===== config.mk =====
export PLATFORM = sky130hd
export DESIGN_NAME = serial_cfg_loader
export DESIGN_NICKNAME = d
export VERILOG_FILES = /design/src/rtl/serial_cfg_loader.sv
export SDC_FILE = /design/constraint.sdc
export NUM_CORES = 1
export LEC_CHECK = 0
export BUFFER_PORTS_ARGS = -buffer_cell sky130_fd_sc_hd__buf_2
export CORE_MARGIN = 2
export CORE_UTILIZATION = 53
export CTS_CLUSTER_DIAMETER = 120
export DETAILED_ROUTE_END_ITERATION = 8
export PLACE_DENSITY = 0.8
export SETUP_SLACK_MARGIN = 0.5
export SYNTH_ARGS = -nofsm -noshare
export SYNTH_HDL_FRONTEND = slang
export SYNTH_SLANG_ARGS = --single-unit

===== constraint.sdc =====
create_clock -name clk -period 2.08 [get_ports clk]
set_clock_uncertainty 0.05 [all_clocks]
set_input_delay 0.104 -clock clk [delete_from_list [all_inputs] [get_ports clk]]
set_output_delay 0.104 -clock clk [all_outputs]
set_load 0.02 [all_outputs]

===== src/rtl/serial_cfg_loader.sv =====
module serial_cfg_loader #(
  parameter int WORD_W      = 24,
  parameter int ADDR_W      = 2,
  parameter int SYNC_STAGES = 2,
  parameter int PD_BIT      = 0,
  parameter int SEL_LSB     = 1
) (
  input  logic clk,
  input  logic rst_n,
  input  logic sclk,
  input  logic sdata,
  input  logic sload,
  input  logic chip_en,
  input  logic lock_det,
  input  logic rf_scaled,
  input  logic ref_scaled,
  output logic cp_enable,
  output logic cp_hiz,
  output logic stat_out,
  output logic [(2**ADDR_W)*(WORD_W-ADDR_W)-1:0] cfg_q
);
  localparam int DATA_W = WORD_W - ADDR_W;
  localparam int NLAT   = 2**ADDR_W;
  localparam int TOP    = SYNC_STAGES - 1;

  logic [SYNC_STAGES-1:0] sclk_sy, sdat_sy, load_sy;
  logic sclk_d, load_d;
  logic [WORD_W-1:0] shreg;
  logic [DATA_W-1:0] lat [NLAT];
  logic [1:0] sel;
  logic pd;

  wire sclk_rise  = sclk_sy[TOP] & ~sclk_d;
  wire load_pulse = load_sy[TOP] & ~load_d;

  always_ff @(posedge clk or negedge rst_n) begin
    if (!rst_n) begin
      sclk_sy <= '0;
      sdat_sy <= '0;
      load_sy <= '0;
      sclk_d  <= 1'b0;
      load_d  <= 1'b0;
      shreg   <= '0;
      for (int i = 0; i < NLAT; i++) lat[i] <= '0;
    end else begin
      sclk_sy <= {sclk_sy[TOP-1:0], sclk};
      sdat_sy <= {sdat_sy[TOP-1:0], sdata};
      load_sy <= {load_sy[TOP-1:0], sload};
      sclk_d  <= sclk_sy[TOP];
      load_d  <= load_sy[TOP];
      if (sclk_rise) shreg <= {shreg[WORD_W-2:0], sdat_sy[TOP]};
      if (load_pulse) lat[shreg[ADDR_W-1:0]] <= shreg[WORD_W-1:ADDR_W];
    end
  end

  genvar g;
  generate
    for (g = 0; g < NLAT; g++) begin : g_out
      assign cfg_q[g*DATA_W +: DATA_W] = lat[g];
    end
  endgenerate

  assign pd        = lat[0][PD_BIT];
  assign sel       = lat[0][SEL_LSB +: 2];
  assign cp_enable = chip_en & ~pd;
  assign cp_hiz    = ~cp_enable;

  always_comb begin
    case (sel)
      2'd1:    stat_out = lock_det;
      2'd2:    stat_out = rf_scaled;
      2'd3:    stat_out = ref_scaled;
      default: stat_out = 1'b0;
    endcase
  end
endmodule



==> impl_metrics.tcl <==
set metrics [dict create \
    run_status "finished clean" \
    slew-limit-headroom_pct 63.91 \
    antenna_left 0 \
    report.final.setup_viol 0 \
    fp.dieH_um 95.44 \
    via_count_of_the_first_global_routing_pass 2665 \
    critical_path.reg2reg.startpoint "load_d$_DFF_PN0_" \
    floorplan.die.width_um 95.44 \
    core_area_um2 8175 \
    placement_rows 33 \
    final_period_minus_worst_setup_slack_ns 1.658 \
    boundaryPins 100 \
    dr.pass1.iters 4 \
    synth.net_count 262 \
    layout.cells.non_filler 502 \
    crit_path_top_delay_cell "sky130_fd_sc_hd__dfrtp_2" \
    rsz0062_at_grt "true" \
    power.density_nw_per_um2 1400 \
    clock_tree_from_tritoncts "yes" \
    place.detailed.hpwl_um 5784 \
    drt-initial-drc-count 110 \
    timing_worst_setup_path_type "reg -> reg" \
    max-clock-path-buffers 2 \
    classification_of_the_worst_slack_hold_path "in -> async" \
    route.detailed.drc 0 \
    part_of_the_power_in_combinational_logic_pct 23.1 \
    design.final.nets 394 \
    ys_types 13 \
    clk_transition_reported_paths_ns 0.05 \
    grt_pass1_wl_um 13880 \
    fmax_ghz 0.6031 \
    required_ns 2.41 \
    layout.cells.most_common_list "sky130_fd_sc_hd__dfrtp_1 (118), sky130_fd_sc_hd__mux2_2 (98), sky130_fd_sc_hd__buf_2 (98), sky130_fd_sc_hd__clkbuf_16 (16), sky130_fd_sc_hd__buf_4 (15)" \
    insertedDiodeCount 0 \
    avgSynthCellArea_um2 17.52 \
    die-area_um2 9109 \
    tritoncts.num_buffers 17 \
    areaGrowthSynthToFinish_pct 32.78 \
    cellInternalPower_uw 5781 \
    mappedNetlistArea_um2 4432 \
    power.sequential.fraction_pct 41.2 \
    tightestPinTransition_ns 0.5396 \
    netlist_instances 253 \
    worst_skew_pair.late_latency_ns 0.51 \
    slowest_delay_ns 0.44 \
    tritoncts_num_sinks 120 \
    post_drt_wl_per_cell_um 18.50 \
    final_max_slew_viol_count 0 \
    cts.htree.levels 4 \
    pin_count_of_the_biggest_net_entering_global_routing 54 \
    layout.cells.most_common "sky130_fd_sc_hd__dfrtp_1" \
    register_bit_count_reported_by_yosys 120 \
    irDropWorstVdd_uv 829.0 \
    globalRouteOverflowTotal 0 \
    crit_chain "nor4b_4, buf_4, buf_8, mux2_2" \
    initial_utilization_pct 54.21 \
    clockPowerShare_pct 35.6 \
    place.detailed.instances 460 \
    endpoint_kind_of_the_worst_setup_timing_path "flip-flop" \
    power_switching_share_pct 29.81 \
    drive_gt1_share_pct 65.99 \
    finalCritPeriodShare_pct 79.71 \
    peak_fanout_along_the_critical_path 6 \
    synth-seq-area-share_pct 67.76 \
    antenna_found_initial 0 \
    vias 2615 \
    timing.critical_path.arrival_ns 1.99 \
    yosys_warnings 0 \
    report.power.total_uw 8236 \
    cp-startpoint "load_d$_DFF_PN0_" \
    place.port_buffers 99 \
    clock-root-buffer "sky130_fd_sc_hd__clkbuf_8" \
    gp_routability_congestion 0.7202 \
    drt-total-wl_um 9286 \
    grt.total_usage_pct 20.98 \
    maxCapViolations 0 \
    total_switching_power_uw 2456 \
    final.setup.tns_ns 0 \
    p_leak_uw 0.003124 \
    drt-vias-per-instance 5.209 \
    crit_path_start_kind "flip-flop" \
    final_hold_viol_count 0 \
]
==> per-stage QoR <==
| step | setup WS, ns | hold slack [ns] | area, um2 | utilization (%) |
|---|---|---|---|---|
| 2_1_floorplan | 0.5945 | -0.2416 | 4432 | - |
| 3_3_place_gp | 0.4877 | -0.08539 | 5111 | 62.52 |
| 3_5_place_dp | 0.4128 | -0.08236 | 5111 | 62.52 |
| 4_1_cts | 0.4849 | 0.1004 | 5777 | 70.66 |
| 5_1_grt | 0.3895 | 0.1407 | 5884 | 71.98 |
| 6_report | 0.4220 | 0.09330 | 5884 | 71.98 |
==> final cells by class <==
cell class | count | area (um2)
flip-flops and latches | 120 | 3005
fillers | 513 | 2291
multi-input cells | 121 | 1406
repair buffers | 124 | 737.0
clock buffers | 22 | 452.9
clock inverters | 9 | 147.6
well taps | 105 | 131.4
inverters | 1 | 3.754
==> power groups by stage <==
stage / combinational (uW) / clock [uW] / sequential (uW)
3_3_place_gp: 1780 / 0 / 3380
5_1_grt: 2030 / 3090 / 3480
2_1_floorplan: 653 / 0 / 3820
4_1_cts: 1860 / 2980 / 3380
3_5_place_dp: 1830 / 0 / 3400
6_report: 1910 / 2940 / 3390
==> sequential cells by signal (all words and copies together) (netlist names) <==
name     cells
cfg_q       88
load_d       1
load_sy      2
sclk_d       1
sclk_sy      2
sdat_sy      2
shreg       24
==> worst max-delay path: cells and delay by family, from the launching register on <==
kind	cells	cell delay [ns]
buf+inv	2	0.34
simple gates	1	0.38
flops	1	0.44
mux	1	0.33
==> metal layers <==
layer / global-route usage (%) / routed length [um] / part of all wire, % / up-vias
met4: 9.524 / 129 / 1.4 / 0
met1: 26.95 / 3944 / 42 / 1380
met3: 4.664 / 324 / 3.5 / 12
met2: 34.33 / 4887 / 53 / 53
li1: - / - / - / 1170
met5: 0 / 0 / 0 / -
==> what timing repair did <==
item / CTS / global route
gates cloned: 0 / 2
gates resized for setup: 3 / 24
hold endpoints to repair: 123 / 0
setup endpoints to repair: 25 / 44
hold buffers: 5 / 0
pin swaps: 1 / 1
setup buffers: 1 / 3
==> path summary, 6_finish.rpt <==
path | to | slack, ns | cells past startpoint
max reg2reg | cfg_q[11]$_DFFE_PN0P_ | 0.42 | 4
min in group clk | sclk_sy[0]$_DFF_PN0_ | 0.18 | 2
max in group asynchronous | cfg_q[43]$_DFFE_PN0P_ | 0.97 | 3
max | cfg_q[11]$_DFFE_PN0P_ | 0.42 | 4
min reg2reg | sdat_sy[1]$_DFF_PN0_ | 0.30 | 0
min | shreg[19]$_DFFE_PN0P_ | 0.09 | 3
==> synthesized netlist by cell type (all sizes together) <==
cell type,count,area (um2)
nor2b,1,6.260
nand2b,1,6.260
mux2i,2,20.02
inv,1,3.750
nand2,1,3.750
nor4b,1,23.77
nand4b,1,8.760
dfrtp,120,3003
mux2,112,1261
and4bb,2,25.02
buf,11,70.06
==> cell families (layout without fill, tap and decap cells) <==
group / Yosys count / in the layout / share of synthesized area (%)
buffers and inverters: 12 / 156 / 1.665
DFF: 120 / 120 / 67.76
muxes: 114 / 114 / 28.91
and+or+nand+nor: 7 / 7 / 1.666
(Power assumes the default switching activity.)
